--- src/rtl/pef_pkg.sv ---
package pef_pkg;
    localparam int VW = 2;

    localparam logic [VW-1:0] V_ZERO = 2'b00;
    localparam logic [VW-1:0] V_ONE  = 2'b11;
    localparam logic [VW-1:0] V_UNK  = 2'b10;

    typedef enum logic [1:0] {
        K_EMPTY,
        K_APPEND,
        K_HEAD,
        K_MID
    } place_e;
endpackage

--- src/rtl/pef_retire.sv ---
module pef_retire
    import pef_pkg::*;
#(
    parameter int TW = 16
) (
    input  logic          retire,
    input  logic [TW-1:0] cur_time,
    input  logic [1:0]    cnt_i,
    input  logic [VW-1:0] commit_i,
    input  logic [TW-1:0] t0_i,
    input  logic [VW-1:0] v0_i,
    input  logic [TW-1:0] t1_i,
    input  logic [VW-1:0] v1_i,
    output logic [1:0]    cnt_o,
    output logic [VW-1:0] commit_o,
    output logic [TW-1:0] t0_o,
    output logic [VW-1:0] v0_o,
    output logic [TW-1:0] t1_o,
    output logic [VW-1:0] v1_o
);
    logic pop;

    always_comb begin
        pop      = retire && (cnt_i != 2'd0) && (t0_i == cur_time);
        cnt_o    = cnt_i;
        commit_o = commit_i;
        t0_o     = t0_i;
        v0_o     = v0_i;
        t1_o     = t1_i;
        v1_o     = v1_i;
        if (pop) begin
            commit_o = v0_i;
            t0_o     = t1_i;
            v0_o     = v1_i;
            cnt_o    = cnt_i - 2'd1;
        end
    end
endmodule

--- src/rtl/pef_classify.sv ---
module pef_classify
    import pef_pkg::*;
#(
    parameter int TW = 16
) (
    input  logic [1:0]    cnt_i,
    input  logic [TW-1:0] t0_i,
    input  logic [TW-1:0] t1_i,
    input  logic [TW-1:0] new_time,
    output place_e        place
);
    logic [TW-1:0] last_t;

    always_comb begin
        last_t = (cnt_i == 2'd2) ? t1_i : t0_i;
        if (cnt_i == 2'd0) begin
            place = K_EMPTY;
        end else if (new_time > last_t) begin
            place = K_APPEND;
        end else if (new_time <= t0_i) begin
            place = K_HEAD;
        end else begin
            place = K_MID;
        end
    end
endmodule

--- src/rtl/pef_merge.sv ---
module pef_merge
    import pef_pkg::*;
#(
    parameter int TW = 16
) (
    input  logic          valid,
    input  place_e        place,
    input  logic [VW-1:0] new_val,
    input  logic [TW-1:0] new_time,
    input  logic [TW-1:0] inertial,
    input  logic [1:0]    cnt_i,
    input  logic [VW-1:0] commit_i,
    input  logic [TW-1:0] t0_i,
    input  logic [VW-1:0] v0_i,
    input  logic [TW-1:0] t1_i,
    input  logic [VW-1:0] v1_i,
    output logic [1:0]    cnt_o,
    output logic [TW-1:0] t0_o,
    output logic [VW-1:0] v0_o,
    output logic [TW-1:0] t1_o,
    output logic [VW-1:0] v1_o,
    output logic          ovf_o
);
    logic [TW-1:0] last_t;
    logic [VW-1:0] last_v;
    logic [VW-1:0] prior_v;
    logic [TW-1:0] gap;

    always_comb begin
        last_t  = (cnt_i == 2'd2) ? t1_i : t0_i;
        last_v  = (cnt_i == 2'd2) ? v1_i : v0_i;
        prior_v = (cnt_i == 2'd2) ? v0_i : commit_i;
        gap     = new_time - last_t;

        cnt_o = cnt_i;
        t0_o  = t0_i;
        v0_o  = v0_i;
        t1_o  = t1_i;
        v1_o  = v1_i;
        ovf_o = 1'b0;

        if (valid) begin
            unique case (place)
                K_EMPTY: begin
                    if (new_val != commit_i) begin
                        cnt_o = 2'd1;
                        t0_o  = new_time;
                        v0_o  = new_val;
                    end
                end
                K_APPEND: begin
                    if (new_val != last_v) begin
                        if ((new_val == prior_v) && (gap < inertial)) begin
                            cnt_o = cnt_i - 2'd1;
                        end else if (cnt_i == 2'd1) begin
                            cnt_o = 2'd2;
                            t1_o  = new_time;
                            v1_o  = new_val;
                        end else begin
                            ovf_o = 1'b1;
                        end
                    end
                end
                K_HEAD: begin
                    t0_o = new_time;
                    v0_o = new_val;
                    if (v0_i != new_val) begin
                        t1_o  = t0_i;
                        v1_o  = v0_i;
                        cnt_o = 2'd2;
                        ovf_o = (cnt_i == 2'd2);
                    end
                end
                K_MID: begin
                    if (new_val != v0_i) begin
                        t1_o  = new_time;
                        v1_o  = new_val;
                        ovf_o = (v1_i != new_val);
                    end
                end
                default: ;
            endcase
        end
    end
endmodule

--- src/rtl/pending_event_filter.sv ---
module pending_event_filter
    import pef_pkg::*;
#(
    parameter int TW = 16
) (
    input  logic          clk,
    input  logic          rst_n,
    input  logic          prop_valid,
    input  logic [VW-1:0] prop_val,
    input  logic [TW-1:0] prop_time,
    input  logic [TW-1:0] inertial_dly,
    input  logic          retire,
    input  logic [TW-1:0] cur_time,
    output logic [VW-1:0] out_val,
    output logic [1:0]    pend_cnt,
    output logic [TW-1:0] head_time,
    output logic [VW-1:0] head_val,
    output logic [TW-1:0] tail_time,
    output logic [VW-1:0] tail_val,
    output logic          overflow
);
    typedef struct packed {
        logic [VW-1:0] commit;
        logic [1:0]    cnt;
        logic [TW-1:0] t0;
        logic [VW-1:0] v0;
        logic [TW-1:0] t1;
        logic [VW-1:0] v1;
        logic          ovf;
    } state_t;

    state_t st_d, st_q;

    logic [1:0]    r_cnt;
    logic [VW-1:0] r_commit;
    logic [TW-1:0] r_t0, r_t1;
    logic [VW-1:0] r_v0, r_v1;
    place_e        place;
    logic [1:0]    m_cnt;
    logic [TW-1:0] m_t0, m_t1;
    logic [VW-1:0] m_v0, m_v1;
    logic          m_ovf;

    pef_retire #(.TW(TW)) u_retire (
        .retire   (retire),
        .cur_time (cur_time),
        .cnt_i    (st_q.cnt),
        .commit_i (st_q.commit),
        .t0_i     (st_q.t0),
        .v0_i     (st_q.v0),
        .t1_i     (st_q.t1),
        .v1_i     (st_q.v1),
        .cnt_o    (r_cnt),
        .commit_o (r_commit),
        .t0_o     (r_t0),
        .v0_o     (r_v0),
        .t1_o     (r_t1),
        .v1_o     (r_v1)
    );

    pef_classify #(.TW(TW)) u_classify (
        .cnt_i    (r_cnt),
        .t0_i     (r_t0),
        .t1_i     (r_t1),
        .new_time (prop_time),
        .place    (place)
    );

    pef_merge #(.TW(TW)) u_merge (
        .valid    (prop_valid),
        .place    (place),
        .new_val  (prop_val),
        .new_time (prop_time),
        .inertial (inertial_dly),
        .cnt_i    (r_cnt),
        .commit_i (r_commit),
        .t0_i     (r_t0),
        .v0_i     (r_v0),
        .t1_i     (r_t1),
        .v1_i     (r_v1),
        .cnt_o    (m_cnt),
        .t0_o     (m_t0),
        .v0_o     (m_v0),
        .t1_o     (m_t1),
        .v1_o     (m_v1),
        .ovf_o    (m_ovf)
    );

    always_comb begin
        st_d        = st_q;
        st_d.commit = r_commit;
        st_d.cnt    = m_cnt;
        st_d.t0     = m_t0;
        st_d.v0     = m_v0;
        st_d.t1     = m_t1;
        st_d.v1     = m_v1;
        st_d.ovf    = m_ovf;
    end

    always_ff @(posedge clk) begin
        if (!rst_n) begin
            st_q <= '{commit: V_UNK, cnt: 2'd0, t0: '0, v0: V_UNK,
                      t1: '0, v1: V_UNK, ovf: 1'b0};
        end else begin
            st_q <= st_d;
        end
    end

    assign out_val   = st_q.commit;
    assign pend_cnt  = st_q.cnt;
    assign head_time = st_q.t0;
    assign head_val  = st_q.v0;
    assign tail_time = st_q.t1;
    assign tail_val  = st_q.v1;
    assign overflow  = st_q.ovf;

    // list bound, time order and distinct neighbours
    a_r10_cnt_bound: assert property (@(posedge clk) disable iff (!rst_n)
        pend_cnt != 2'd3);
    a_r10_time_order: assert property (@(posedge clk) disable iff (!rst_n)
        (pend_cnt == 2'd2) |-> (head_time <= tail_time));
    a_r10_distinct: assert property (@(posedge clk) disable iff (!rst_n)
        (pend_cnt == 2'd2) |-> (head_val != tail_val));

    // a matching retire commits the head value
    a_r8_retire_commit: assert property (@(posedge clk) disable iff (!rst_n)
        (retire && pend_cnt != 2'd0 && cur_time == head_time)
        |=> (out_val == $past(head_val)));
    // the committed output moves only on a matching retire
    a_r8_hold: assert property (@(posedge clk) disable iff (!rst_n)
        !(retire && pend_cnt != 2'd0 && cur_time == head_time)
        |=> $stable(out_val));

    // an overflow always leaves the list full
    a_r7_full_after_ovf: assert property (@(posedge clk) disable iff (!rst_n)
        overflow |-> (pend_cnt == 2'd2));

    // a proposal equal to the committed value is dropped on an empty list
    a_r2_drop_same: assert property (@(posedge clk) disable iff (!rst_n)
        (prop_valid && !retire && pend_cnt == 2'd0 && prop_val == out_val)
        |=> (pend_cnt == 2'd0));

    // an append equal to the last value is dropped
    a_r3_drop_dup: assert property (@(posedge clk) disable iff (!rst_n)
        (prop_valid && !retire && pend_cnt == 2'd1 && prop_time > head_time
         && prop_val == head_val)
        |=> (pend_cnt == 2'd1 && $stable(head_time) && $stable(head_val)));
endmodule

--- config.mk ---
export PLATFORM = sky130hd
export DESIGN_NAME = pending_event_filter
export DESIGN_NICKNAME = d
export VERILOG_FILES = /design/src/rtl/pef_pkg.sv /design/src/rtl/pef_retire.sv /design/src/rtl/pef_classify.sv /design/src/rtl/pef_merge.sv /design/src/rtl/pending_event_filter.sv
export SDC_FILE = /design/constraint.sdc
export NUM_CORES = 1
export LEC_CHECK = 0
export ABC_CLOCK_PERIOD_IN_PS = 6500
export BUFFER_PORTS_ARGS = -buffer_cell sky130_fd_sc_hd__buf_2
export CAP_MARGIN = 20
export CELL_PAD_IN_SITES_DETAIL_PLACEMENT = 2
export CELL_PAD_IN_SITES_GLOBAL_PLACEMENT = 2
export CORE_MARGIN = 2
export CORE_UTILIZATION = 29
export CTS_BUF_LIST = sky130_fd_sc_hd__clkbuf_16
export DETAILED_ROUTE_END_ITERATION = 8
export PLACE_DENSITY = 0.85
export SLEW_MARGIN = 5
export SYNTH_ARGS = -nofsm -noshare
export SYNTH_HDL_FRONTEND = slang
export SYNTH_SLANG_ARGS = --single-unit
--- constraint.sdc ---
create_clock -name clk -period 6.5 [get_ports clk]
set_input_delay 0.65 -clock clk [delete_from_list [all_inputs] [get_ports clk]]
set_output_delay 0.65 -clock clk [all_outputs]
set_load 0.03 [all_outputs]
==> results.py <==
metrics = {
    "die": {
        "fp.dieArea_um2": 16000,
        "rows": 44,
        "start_util_pct": 29.9,
        "core-area_um2": 14600,
        "die_width_um": 127,
        "die_height_um": 127,
        "io_pins": 95,
    },
    "logic_synthesis": {
        "syn_nets": 663,
        "yosysWarnings": 0,
        "syn_avg_cell_area_um2": 7.84,
        "synth_edf_count": 0,
        "async_flop_share_pct": 0,
        "synth-seq-area-share_pct": 18.8,
        "synth_ff_type": "dfxtp_1",
        "syn_area_um2": 4360,
        "synth_seq_cells": 41,
        "ys_types": 69,
        "synth_cells": 556,
    },
    "clock_tree": {
        "htree_levels": 2,
        "ctsHoldBuffers": 0,
        "clk_pin_slew_ns": 0.06,
        "clkLatencyLatePin_ns": 0.30,
        "clockBufferDepth": 2,
        "cts_tree": "built",
        "numCtsBuffers": 5,
        "numClockSinks": 41,
        "cts_root_buf": "clkbuf_16",
    },
    "sta": {
        "fin_crit_sh_pct": 99.5,
        "fin_setup_tns_ns": 0,
        "fin_ws_ns": 0.0334,
        "setup_violations": 0,
        "max_freq_mhz": 155,
        "slew_headroom_pct": 29.1,
        "worstMarginPinSlew_ns": 1.06,
        "clock_skew_ns": 0.00274,
        "finalHoldViolCount": 0,
        "rsz0062_at_grt": "yes",
        "drv_slew": 0,
        "period_needed_ns": 6.47,
    },
    "global_route": {
        "grt_pass1_vias": 5551,
        "track_usage_pct": 25.3,
        "grt_pass1_wl_um": 31900,
        "grt_overflow": 0,
        "grt_start_max_net_pins": 38,
        "antenna_found_initial": 0,
    },
    "critical_path": {
        "cp.arrival_ns": 6.69,
        "cpPeakStageDelay_ns": 0.34,
        "crit_slowest_cell": "fa_2",
        "cp_max_fo": 6,
        "critical_path_required_ns": 6.72,
        "cpMostUsedCell": "buf_4",
        "critPathKind": "in2reg",
        "start_kind": "input pin",
        "end_kind": "register",
    },
    "layout": {
        "drive_above_1_share_pct": 32.9,
        "antenna_cells": 0,
        "syn_to_final_growth_pct": 31.7,
        "nets": 796,
        "utilization_pct": 39.3,
    },
    "worst_hold_path": {
        "hp-class": "reg2reg",
    },
    "flow_run": {
        "cap_violations": 0,
    },
    "place": {
        "dp_hpwl_um": 15300,
        "dp_slack_ns": -0.610,
        "place.gp.congestion": 0.910,
        "numPortBuffers": 94,
    },
    "detailed_routing": {
        "drtIter0Drc": 295,
        "postRouteAntennaNets": 0,
        "via_count": 5154,
        "firstDrtPassIters": 5,
        "post_drt_via_cell_ratio": 5.90,
        "wl_per_cell_um": 25.8,
        "totalWireLength_um": 22500,
        "drc": 0,
    },
    "power_and_ir_drop": {
        "ir_drop_v": 0.0000949,
        "power.total_uw": 1320,
        "pwr_density_cell_nw_per_um2": 229,
        "p_leak_uw": 0.00251,
    },
    "status": {
        "status": "finished clean",
    },
}
## critical path, delay by kind of cell
kind	cells	cell delay, ns
AO/OA/AOI/OAI	11	1.93
adder cells (fa/ha/maj)	4	0.99
AND/OR/NAND/NOR	6	1.28
XOR/XNOR	3	0.50
multiplexers	1	0.22
buffers and inverters	9	1.13
## registers in the layout, summed over array words and instances, names as in the netlist
register and flops:
overflow 1, tail_time 16, head_val 2, out_val 2, head_time 16, tail_val 2, pend_cnt 2
## cell type report
| cell class | count | area (um2) |
|---|---|---|
| fillers | 1657 | 8850 |
| flip-flops and latches | 41 | 821 |
| inverters | 54 | 203 |
| well taps | 184 | 230 |
| clock buffers | 5 | 125 |
| multi-input cells | 435 | 3400 |
| repair buffers | 152 | 953 |
| clock inverters | 2 | 7.51 |
## power breakdown
| group | total (uW) | leakage [uW] | internal (uW) | switching [uW] |
|---|---|---|---|---|
| combinational | 750 | 0.00210 | 304 | 446 |
| sequential | 310 | 0.000336 | 276 | 34.6 |
| clock | 255 | 0.0000685 | 138 | 117 |
| total | 1320 | 0.00251 | 718 | 598 |
## Yosys cell counts (3+ instances only)
master	n	area share, %
buf_4	5	0.86
xor2_1	17	3.4
xnor2_1	10	2.0
buf_6	3	0.77
nand3_1	13	1.5
nand2b_1	4	0.57
ha_1	52	15
a21oi_1	52	6.0
nor2b_1	7	1.0
buf_2	6	0.69
inv_1	53	4.6
or3_1	3	0.43
and3_1	3	0.43
nor2_1	51	4.4
dfxtp_1	41	19
clkbuf_1	11	0.95
a21o_1	7	1.2
a211oi_1	19	3.3
o21ai_1	10	1.1
o22ai_1	4	0.57
nand2_1	34	2.9
mux2_2	20	5.2
mux2i_1	7	1.6
o21bai_1	3	0.52
nand4_1	7	1.0
a21boi_0	3	0.52
o221ai_1	3	0.60
o21a_1	5	0.86
o21ai_0	25	2.9
nor4_1	6	0.86
or2_2	3	0.43
o2111ai_1	20	4.0
nor3_1	7	0.80
## kinds of logic after synthesis
| group | Yosys count | synth area share, % |
|---|---|---|
| AO/OA/AOI/OAI | 177 | 28.4 |
| XOR/XNOR | 28 | 5.80 |
| AND/OR/NAND/NOR | 150 | 16.7 |
| multiplexers | 27 | 6.77 |
| flip-flops | 41 | 18.8 |
| adder cells (fa/ha/maj) | 53 | 15.4 |
| buffers and inverters | 80 | 8.04 |
## what timing repair did
action,in CTS,in global routing
pin swaps,3,42
gates resized for setup,8,47
endpoints found under the hold margin,0,0
setup buffers,4,8
endpoints found under the setup margin,21,21
## metrics by stage
stage	hold slack, ns	std cells	cell area (um2)
floorplan	0.615	556	4360
global placement	0.491	855	5270
detailed placement	0.495	855	5270
CTS	0.517	866	5460
global route	0.554	873	5740
finish	0.532	873	5740
## metal layers
metal,track usage (%),vias to the layer above,part of all wire (%)
li1,-,2282,-
met1,30.7,2576,41
met2,45.8,219,50
met3,3.04,77,4.2
met4,9.18,0,4.3
met5,0,-,0
## worst paths after layout
| path | from | end | slack, ns | depth (start not counted) |
|---|---|---|---|---|
| max | cur_time[10] | tail_time[2] | 0.03 | 34 |
| min | tail_time[1] | tail_time[1] | 0.53 | 2 |
| max reg2reg | head_time[0] | tail_time[2] | 0.10 | 33 |
| min reg2reg | tail_time[1] | tail_time[1] | 0.53 | 2 |
## cell usage in the layout, fill, tap and decap left out, drive strengths merged, types with 8 or more instances in the layout
cell / instances
buf: 152
inv: 55
a21oi: 52
ha: 52
nor2: 51
dfxtp: 41
o21ai: 38
nand2: 35
o2111ai: 20
mux2: 20
a211oi: 19
xor2: 17
nand3: 13
xnor2: 11
nor3: 8
No activity file was read; power rests on OpenSTA's default activity.
